## src/rtl/sdram_init_pkg.sv

```systemverilog
package sdram_init_pkg;

   // command pins in the order {cs_n, ras_n, cas_n, we_n}
   typedef enum logic [3:0] {
      CMD_LMR  = 4'b0000,
      CMD_AREF = 4'b0001,
      CMD_PCHG = 4'b0010,
      CMD_IDLE = 4'b0111
   } sd_cmd_e;

   typedef enum logic [2:0] {
      ST_POWER,
      ST_PCHG,
      ST_PCHG_W,
      ST_AREF,
      ST_AREF_W,
      ST_LMR,
      ST_LMR_W,
      ST_DONE
   } init_step_e;

   function automatic logic [2:0] burst_code(input int len);
      case (len)
         1:       return 3'b000;
         2:       return 3'b001;
         4:       return 3'b010;
         8:       return 3'b011;
         default: return 3'b111;
      endcase
   endfunction

   function automatic logic [11:0] mode_word(input int cas_lat, input int len,
                                             input bit interleave);
      logic [11:0] w;
      w        = '0;
      w[2:0]   = burst_code(len);
      w[3]     = interleave;
      w[6:4]   = 3'(cas_lat);
      return w;
   endfunction

endpackage

```

## src/rtl/sdram_init_timer.sv

```systemverilog
module sdram_init_timer #(
   parameter int TMR_W    = 8,
   parameter int INIT_VAL = 1
) (
   input  logic             clk,
   input  logic             rst,
   input  logic             load,
   input  logic [TMR_W-1:0] load_val,
   output logic             zero
);

   logic [TMR_W-1:0] cnt;

   always_ff @(posedge clk) begin
      if (rst)
         cnt <= TMR_W'(INIT_VAL);
      else if (load)
         cnt <= load_val;
      else if (cnt != '0)
         cnt <= cnt - TMR_W'(1);
   end

   assign zero = (cnt == '0);

   // free-running countdown keeps the step spacing exact
   assert_timer_step_R3: assert property (@(posedge clk) disable iff (rst)
      (!load && cnt != '0) |=> (cnt == $past(cnt) - TMR_W'(1)));

   assert_timer_hold_R3: assert property (@(posedge clk) disable iff (rst)
      (!load && cnt == '0) |=> zero);

endmodule

```

## src/rtl/sdram_init_steps.sv

```systemverilog
module sdram_init_steps
   import sdram_init_pkg::*;
#(
   parameter int TMR_W       = 8,
   parameter int T_RP_CLK    = 2,
   parameter int T_RC_CLK    = 7,
   parameter int T_MRD_CLK   = 2,
   parameter int REFRESH_CNT = 2,
   parameter bit MRS_FIRST   = 1'b0
) (
   input  logic             clk,
   input  logic             rst,
   input  logic             tmr_zero,
   output init_step_e       step,
   output logic             tmr_load,
   output logic [TMR_W-1:0] tmr_val,
   output logic             done
);

   localparam int RC_W = $clog2(REFRESH_CNT + 1);

   init_step_e        nxt;
   init_step_e        after_pchg, after_arefs, after_lmr;
   logic [RC_W-1:0]   aref_cnt;

   generate
      if (MRS_FIRST) begin : g_lmr_first
         assign after_pchg  = ST_LMR;
         assign after_lmr   = ST_AREF;
         assign after_arefs = ST_DONE;
      end else begin : g_aref_first
         assign after_pchg  = ST_AREF;
         assign after_arefs = ST_LMR;
         assign after_lmr   = ST_DONE;
      end
   endgenerate

   always_comb begin
      nxt      = step;
      tmr_load = 1'b0;
      tmr_val  = '0;
      case (step)
         ST_POWER:  if (tmr_zero) nxt = ST_PCHG;
         ST_PCHG: begin
            nxt      = ST_PCHG_W;
            tmr_load = 1'b1;
            tmr_val  = TMR_W'(T_RP_CLK - 2);
         end
         ST_PCHG_W: if (tmr_zero) nxt = after_pchg;
         ST_AREF: begin
            nxt      = ST_AREF_W;
            tmr_load = 1'b1;
            tmr_val  = TMR_W'(T_RC_CLK - 2);
         end
         ST_AREF_W:
            if (tmr_zero)
               nxt = (aref_cnt == RC_W'(REFRESH_CNT)) ? after_arefs : ST_AREF;
         ST_LMR: begin
            nxt      = ST_LMR_W;
            tmr_load = 1'b1;
            tmr_val  = TMR_W'(T_MRD_CLK - 2);
         end
         ST_LMR_W:  if (tmr_zero) nxt = after_lmr;
         default:   nxt = ST_DONE;
      endcase
   end

   always_ff @(posedge clk) begin
      if (rst) begin
         step     <= ST_POWER;
         aref_cnt <= '0;
      end else begin
         step <= nxt;
         if (step == ST_AREF)
            aref_cnt <= aref_cnt + RC_W'(1);
      end
   end

   assign done = (step == ST_DONE);

   assert_aref_bound_R4: assert property (@(posedge clk) disable iff (rst)
      aref_cnt <= RC_W'(REFRESH_CNT));

   assert_aref_all_R4: assert property (@(posedge clk) disable iff (rst)
      done |-> (aref_cnt == RC_W'(REFRESH_CNT)));

   assert_done_sticky_R10: assert property (@(posedge clk) disable iff (rst)
      done |=> done);

   assert_pchg_single_R2: assert property (@(posedge clk) disable iff (rst)
      (step == ST_PCHG) |=> (step == ST_PCHG_W));

endmodule

```

## src/rtl/sdram_init_cmd.sv

```systemverilog
module sdram_init_cmd
   import sdram_init_pkg::*;
#(
   parameter int                ADDR_W    = 12,
   parameter int                BANK_W    = 1,
   parameter int                AP_BIT    = 10,
   parameter logic [ADDR_W-1:0] MODE_WORD = '0
) (
   input  init_step_e        step,
   output sd_cmd_e           cmd,
   output logic [ADDR_W-1:0] addr,
   output logic [BANK_W-1:0] ba
);

   always_comb begin
      cmd  = CMD_IDLE;
      addr = '0;
      ba   = '0;
      case (step)
         ST_PCHG: begin
            cmd          = CMD_PCHG;
            addr[AP_BIT] = 1'b1;
         end
         ST_AREF: cmd = CMD_AREF;
         ST_LMR: begin
            cmd  = CMD_LMR;
            addr = MODE_WORD;
         end
         default: cmd = CMD_IDLE;
      endcase
   end

   always_comb begin
      assert_pchg_ap_R2: assert (cmd != CMD_PCHG || addr[AP_BIT]);
      assert_lmr_bank_R5: assert (cmd != CMD_LMR || ba == '0);
   end

endmodule

```

## src/rtl/sdram_pwrup_seq.sv

```systemverilog
module sdram_pwrup_seq
   import sdram_init_pkg::*;
#(
   parameter int CLK_MHZ          = 100,
   parameter int STARTUP_US       = 200,
   parameter int T_RP_CLK         = 2,
   parameter int T_RC_CLK         = 7,
   parameter int T_MRD_CLK        = 2,
   parameter int REFRESH_CNT      = 2,
   parameter int CAS_LAT          = 3,
   parameter int BURST_LEN        = 8,
   parameter bit BURST_INTERLEAVE = 1'b0,
   parameter bit MRS_FIRST        = 1'b0,
   parameter int ADDR_W           = 12,
   parameter int BANK_W           = 1,
   parameter int DQM_W            = 2,
   parameter int AP_BIT           = 10
) (
   input  logic              clk,
   input  logic              rst,
   output logic              sd_cke,
   output logic              sd_cs_n,
   output logic              sd_ras_n,
   output logic              sd_cas_n,
   output logic              sd_we_n,
   output logic [ADDR_W-1:0] sd_addr,
   output logic [BANK_W-1:0] sd_ba,
   output logic [DQM_W-1:0]  sd_dqm,
   output logic              init_done
);

   localparam int STARTUP_CYC = CLK_MHZ * STARTUP_US;
   localparam int WAIT_MAX    = (T_RC_CLK > T_RP_CLK) ?
                                ((T_RC_CLK > T_MRD_CLK) ? T_RC_CLK : T_MRD_CLK) :
                                ((T_RP_CLK > T_MRD_CLK) ? T_RP_CLK : T_MRD_CLK);
   localparam int CNT_MAX     = (STARTUP_CYC > WAIT_MAX) ? STARTUP_CYC : WAIT_MAX;
   localparam int TMR_W       = $clog2(CNT_MAX + 1);
   localparam logic [ADDR_W-1:0] MODE_WORD =
      ADDR_W'(mode_word(CAS_LAT, BURST_LEN, BURST_INTERLEAVE));

   // elaboration-time parameter checks
   generate
      if (CAS_LAT != 2 && CAS_LAT != 3) begin : g_bad_cl
         $error("CAS_LAT must be 2 or 3");
      end
      if (BURST_LEN != 1 && BURST_LEN != 2 && BURST_LEN != 4 &&
          BURST_LEN != 8 && BURST_LEN != 256) begin : g_bad_bl
         $error("BURST_LEN must be 1, 2, 4, 8 or 256");
      end
      if (T_RP_CLK < 2 || T_RC_CLK < 2 || T_MRD_CLK < 2) begin : g_bad_wait
         $error("step spacings must be at least 2 clocks");
      end
      if (REFRESH_CNT < 2) begin : g_bad_ref
         $error("REFRESH_CNT must be at least 2");
      end
      if (STARTUP_CYC < 1) begin : g_bad_start
         $error("start-up interval must be at least one clock");
      end
      if (ADDR_W < 11 || AP_BIT < 7 || AP_BIT >= ADDR_W) begin : g_bad_addr
         $error("address width or all-bank bit out of range");
      end
   endgenerate

   init_step_e       step;
   sd_cmd_e          cmd;
   logic             tmr_load, tmr_zero;
   logic [TMR_W-1:0] tmr_val;

   sdram_init_timer #(
      .TMR_W    (TMR_W),
      .INIT_VAL (STARTUP_CYC - 1)
   ) timer_i (
      .clk      (clk),
      .rst      (rst),
      .load     (tmr_load),
      .load_val (tmr_val),
      .zero     (tmr_zero)
   );

   sdram_init_steps #(
      .TMR_W       (TMR_W),
      .T_RP_CLK    (T_RP_CLK),
      .T_RC_CLK    (T_RC_CLK),
      .T_MRD_CLK   (T_MRD_CLK),
      .REFRESH_CNT (REFRESH_CNT),
      .MRS_FIRST   (MRS_FIRST)
   ) steps_i (
      .clk      (clk),
      .rst      (rst),
      .tmr_zero (tmr_zero),
      .step     (step),
      .tmr_load (tmr_load),
      .tmr_val  (tmr_val),
      .done     (init_done)
   );

   sdram_init_cmd #(
      .ADDR_W    (ADDR_W),
      .BANK_W    (BANK_W),
      .AP_BIT    (AP_BIT),
      .MODE_WORD (MODE_WORD)
   ) cmd_i (
      .step (step),
      .cmd  (cmd),
      .addr (sd_addr),
      .ba   (sd_ba)
   );

   assign {sd_cs_n, sd_ras_n, sd_cas_n, sd_we_n} = cmd;
   assign sd_cke = 1'b1;
   assign sd_dqm = '1;

   assert_lmr_gap_R9: assert property (@(posedge clk) disable iff (rst)
      ($past(cmd) == CMD_LMR) |-> (cmd == CMD_IDLE));

   assert_done_idle_R10: assert property (@(posedge clk) disable iff (rst)
      init_done |-> ({sd_cs_n, sd_ras_n, sd_cas_n, sd_we_n} == 4'b0111));

   assert_cmd_single_R11: assert property (@(posedge clk) disable iff (rst)
      (cmd != CMD_IDLE) |=> (cmd == CMD_IDLE));

   assert_start_idle_R1: assert property (@(posedge clk) disable iff (rst)
      (step == ST_POWER) |-> (cmd == CMD_IDLE && !init_done));

endmodule

```

## config.mk

```make
export PLATFORM = sky130hd
export DESIGN_NAME = sdram_pwrup_seq
export DESIGN_NICKNAME = d
export VERILOG_FILES = /design/src/rtl/sdram_init_pkg.sv /design/src/rtl/sdram_init_timer.sv /design/src/rtl/sdram_init_steps.sv /design/src/rtl/sdram_init_cmd.sv /design/src/rtl/sdram_pwrup_seq.sv
export SDC_FILE = /design/constraint.sdc
export NUM_CORES = 1
export LEC_CHECK = 0
export CORE_MARGIN = 2
export CORE_UTILIZATION = 35
export CTS_BUF_LIST = sky130_fd_sc_hd__clkbuf_2 sky130_fd_sc_hd__clkbuf_4 sky130_fd_sc_hd__clkbuf_8
export CTS_CLUSTER_DIAMETER = 120
export CTS_CLUSTER_SIZE = 10
export DETAILED_ROUTE_END_ITERATION = 10
export GPL_TIMING_DRIVEN = 1
export PLACE_DENSITY = 0.66
export SYNTH_ARGS = -nofsm -noshare
export SYNTH_HDL_FRONTEND = slang
export SYNTH_SLANG_ARGS = --single-unit
```

## constraint.sdc

```tcl
create_clock -name clk -period 2.75 [get_ports clk]
set_clock_uncertainty 0.2 [all_clocks]
set_input_delay 0.6875 -clock clk [delete_from_list [all_inputs] [get_ports clk]]
set_output_delay 0.6875 -clock clk [all_outputs]
set_load 0.01 [all_outputs]
```

# == Word level (Yosys, flattened, before mapping) ==
# Cells that the tools add are included.
# op_classes
addsub,2
n_mux,13
n_eq_ne,12
n_reduce_logical,6
# op_table
cell,n
$mux 15,2
$pmux 3 s7,1
$mux 3,6
$logic_not 15->1,1
$reduce_bool 15->1,1
$sub 15x1->15 const B,1
$eq 3x3->1 const B,4
$pmux 3 s3,1
$ne 2x1->1 const B,4
$eq 3x2->1 const B,2
$mux 6,1
$reduce_and 4->1,1
$eq 3x1->1 const B,1
$logic_not 3->1,1
$reduce_or 3->1,1
$add 2x1->2 const B,1
$eq 2x2->1 const B,1
$mux 1,2
$reduce_bool 2->1,1
# word_totals
out_inout_bits,21
reg_bits,20
input_bits,2

# == Longest topological paths before layout ==
# Gate-level depths: netlist (run 1).
# depth
ltp_word,4
depth_mapped,7

# == Cells and area by module ==
# A second synthesis (run 1) with hierarchy kept.
# unflattened
cells_unflattened,176
hier_area_um2,1402.6
# by_module_without_submodules
module,instances,cells_per_inst,area_each_um2,seq_area_each_um2
sdram_init_timer,1,110,878.3,300.3
sdram_init_steps,1,41,359.1,100.1
sdram_init_cmd,1,21,138.9,0.0
sdram_pwrup_seq,1,4,26.3,0.0

# == Worst setup path after synthesis (run 1) ==
# OpenSTA, ideal clock, no wires.
# synth_path
kind,register -> output
startpoint,reg steps_i.step[1]
endpoint,out sd_addr[1]
path_slack_ns,0.687
arrival_time_ns,1.175
required_ns,1.862
stages_incl_launch_ff,5
path_cell_list,dfxtp_1 clkbuf_1 nand2b_1 nor2_1 buf_4
# synth_via
elab_chain_len,2
# synth_rtl
item,line_no,rtl
start: declaration,sdram_init_steps.sv:14,"output init_step_e step,"
start signal: assignment,sdram_init_steps.sv:73,step <= nxt;
$eq 3x3->1,sdram_init_cmd.sv:19,case (step)
$mux 6,sdram_init_cmd.sv:19,
end: declaration,sdram_pwrup_seq.sv:26,"output logic [ADDR_W-1:0] sd_addr,"
# No other way between the ends.

# == Final worst setup path (run 1) ==
# Same ends and word-level chain as after synthesis.

==> results by group, run 1 <==
Synth
  – Synth Flop Type: dfxtp_1
  – Share of the synthesized area in the top cell type: 0.328
  – Netlist Area Pre-Place: 1220 sq um
  – Synth warn: 0
  – EDFF count, synth: 0
  – Post-synthesis average cell area: 8.15 sq um
  – Synthesized instance count: 150
  – Area contributors post-synth: dfxtp_1, buf_4, nor2_1
  – Sequential share of the synthesized area: 0.328
  – Post-synth ARST share: 0
  – FF+latch count, synth: 20
  – Commonest cells in the netlist: dfxtp_1, nor2_1, buf_4
  – Most common cell in the netlist: dfxtp_1
  – Dominant cell type by area after synthesis: dfxtp_1
  – Synth unique cells: 47

GRT
  – Global-route usage over all layers: 0.144
  – Remaining global-route overflow: 0
  – First-pass GRT wire length: 4620 microns
  – Number of antenna violations at the first check in global routing: 0
  – Vias in the first global route: 1,001
  – Largest net degree at the start of global routing: 13

Finish
  – Layout fillers: 358
  – ANT cells: 0
  – Final net count: 159
  – Area grow syn2layout: 10.5%
  – Share of layout cells above drive strength 1: 0.104

Power and ir drop
  – Max VDD drop: 0.243 mV
  – Leak: 0.532 nW
  – Power Total: 0.575 mW
  – Power Dens Cells: 425 nW/um^2

Detailed routing
  – DRC: 0
  – Vias per inst: 5.31
  – Detailed Route Iter0 Violations: 25
  – Final wirelength: 2700 microns
  – Routed wire per std cell: 13.5 microns
  – WL met1: 1250 microns
  – TritonRoute pass-1 iters: 4
  – Antenna Nets Post-Route: 0
  – Vias: 1,062
  – Highest routed metal layer: met4
  – Met3 wire len: 80 microns
  – Routed length on met2: 1330 microns

Clocking
  – H-tree Lvls: 1
  – CTS tree: done
  – Post-CTS Setup Inserts: 0
  – Reg clk slew, reported paths: 0.12 ns
  – Clock root buffer master: clkbuf_4
  – Skew-Pair Late Insertion Delay: 0.32 ns
  – Clock sinks: 20
  – CTS Buf Count: 3
  – Clock Path Buffers: 2

Worst setup path
  – CP Cell Sequence: nand2b_1, nor2_2, clkdlybuf4s50_1
  – CP max FO: 9
  – Critical path endpoint category: primary output
  – Reg2Reg Setup Slack: 0.40 ns
  – R2R cell count: 6
  – WS Path Type: register to primary output
  – Worst reg2reg startpoint: timer_i.cnt[0]
  – R2R Path End: steps_i.step[1]
  – Slowest CP cell: clkdlybuf4s50_1
  – CP Launch Type: register
  – Arr. time, crit path: 1.72 ns
  – Worst Path Required: 1.86 ns
  – CP max stage delay: 0.56 ns

Die
  – Core area: 3340 sq um
  – FP Rows: 21
  – DIE AREA: 3980 sq um
  – Initial Util: 0.366
  – Die width: 63.1 microns
  – # IOs: 23
  – Die height: 63.1 microns

Run status
  – Status: finished clean

Timing
  – Final worst slack: 0.141 ns
  – Final max-slew violation count: 0
  – Setup_tns: 0 ns
  – FMAX: 0.383 GHz
  – Final Hold Vio Count: 0
  – Final hold slack: 0.319 ns
  – Period utilization: 0.949
  – RSZ-0062 raised after global routing: false
  – Finish-stage setup viols: 0
  – Fin crit period: 2.61 ns

Worst hold path
  – WHS Path Cells: 2
  – Hold Path End: timer_i.cnt[13]
  – Worst hold-check path type: register to register
  – Hold Path Origin: timer_i.cnt[13]

Flow run
  – Max cap viols: 0

Placement
  – Detail Placement HPWL: 1990 microns
  – Final Wtd Congestion: 0.837
  – I/O Buffers: 10
  – Pre-CTS setup slack: 0.343 ns
[cell families (layout without fill, tap and decap cells)]
kind of cell,Yosys count,after routing,share of synthesized area
compound gates,30,30,0.174
flops,20,20,0.328
fa+ha+maj,2,2,0.0205
mux,2,2,0.0174
simple gates,61,61,0.285
buf+inv,28,22,0.134
xor+xnor,5,5,0.0358
other cells,2,12,0.00614
[where the power goes]
group	internal (mW)	leakage [nW]	switching, mW
Sequential	0.293	0.163	0.00342
Clock	0.148	0.0279	0.0997
Combinational	0.00964	0.342	0.0212
Total	0.451	0.532	0.124
[worst max path at each step]
stage / start / endpoint / depth (start not counted)
after floorplan: steps_i.step[1] / sd_addr[1] / 4
after global placement: steps_i.step[0] / sd_ras_n / 3
after detailed placement: steps_i.step[0] / sd_ras_n / 3
after CTS: steps_i.step[0] / sd_addr[1] / 3
after global routing: steps_i.step[1] / sd_addr[5] / 3
final: steps_i.step[1] / sd_addr[1] / 3
[timing repair]
action / 4_1_cts / 5_1_grt
hold endpoints to repair: 0 / 0
endpoints found under the setup margin: 1 / 5
hold buffers: 0 / 0
gates resized for setup: 1 / 2
[layout make-up]
class | instances | area (sq um) | area share
sequential | 20 | 402 | 0.297
tap | 46 | 57.6 | 0.0426
inverter | 6 | 22.5 | 0.0167
multi-input combinational | 112 | 702 | 0.519
clock buffer | 3 | 22.5 | 0.0167
timing repair buffer | 12 | 115 | 0.0852
clock inverter | 1 | 30.0 | 0.0222
[sequential cells by signal, indices dropped and copies added, names as in the netlist]
name and cells:
timer_i.cnt 15, steps_i.aref_cnt 2, steps_i.step 3
[per-layer routing]
layer | vias to the layer above | GRT usage
met1 | 504 | 0.179
met5 | - | 0
met3 | 4 | 0.0214
li1 | 532 | -
met2 | 22 | 0.253
met4 | 0 | 0.0500
[cells in the final DEF, fill, tap and decap left out, types with 5 or more instances in the layout]
cell type         n
a21oi_1           6
clkdlybuf4s50_1  10
conb_1           12
dfxtp_1          19
inv_1             6
nand2_1           5
nand3_1           6
nor2_1           17
nor4_1            6
o21ai_0           5
[worst max-delay path: cells and delay by family, from the launching register on]
family	cells	cell delay (ns)
AND/OR/NAND/NOR	2	0.42
buffers and inverters	1	0.56
flip-flops	1	0.42
[metrics by stage]
step,std cells,instance area (sq um),util
2_1_floorplan,160,1260,-
4_1_cts,200,1350,0.404
3_5_place_dp,196,1290,0.387
3_3_place_gp,196,1290,0.387
6_report,200,1350,0.405
5_1_grt,200,1350,0.405
Power figures use the tool's default switching activity.
==> inputs of run 2 (changes only) <==
CAP_MARGIN = 10   (was default)
==> results of run 2 <==
Same layout as run 1: the final DEF is identical, and so are final timing and power.
==> inputs of run 3 (changes only) <==
CAP_MARGIN = 15   (was 10)
==> results of run 3 <==
Same layout as run 1: the final DEF is identical, and so are final timing and power.
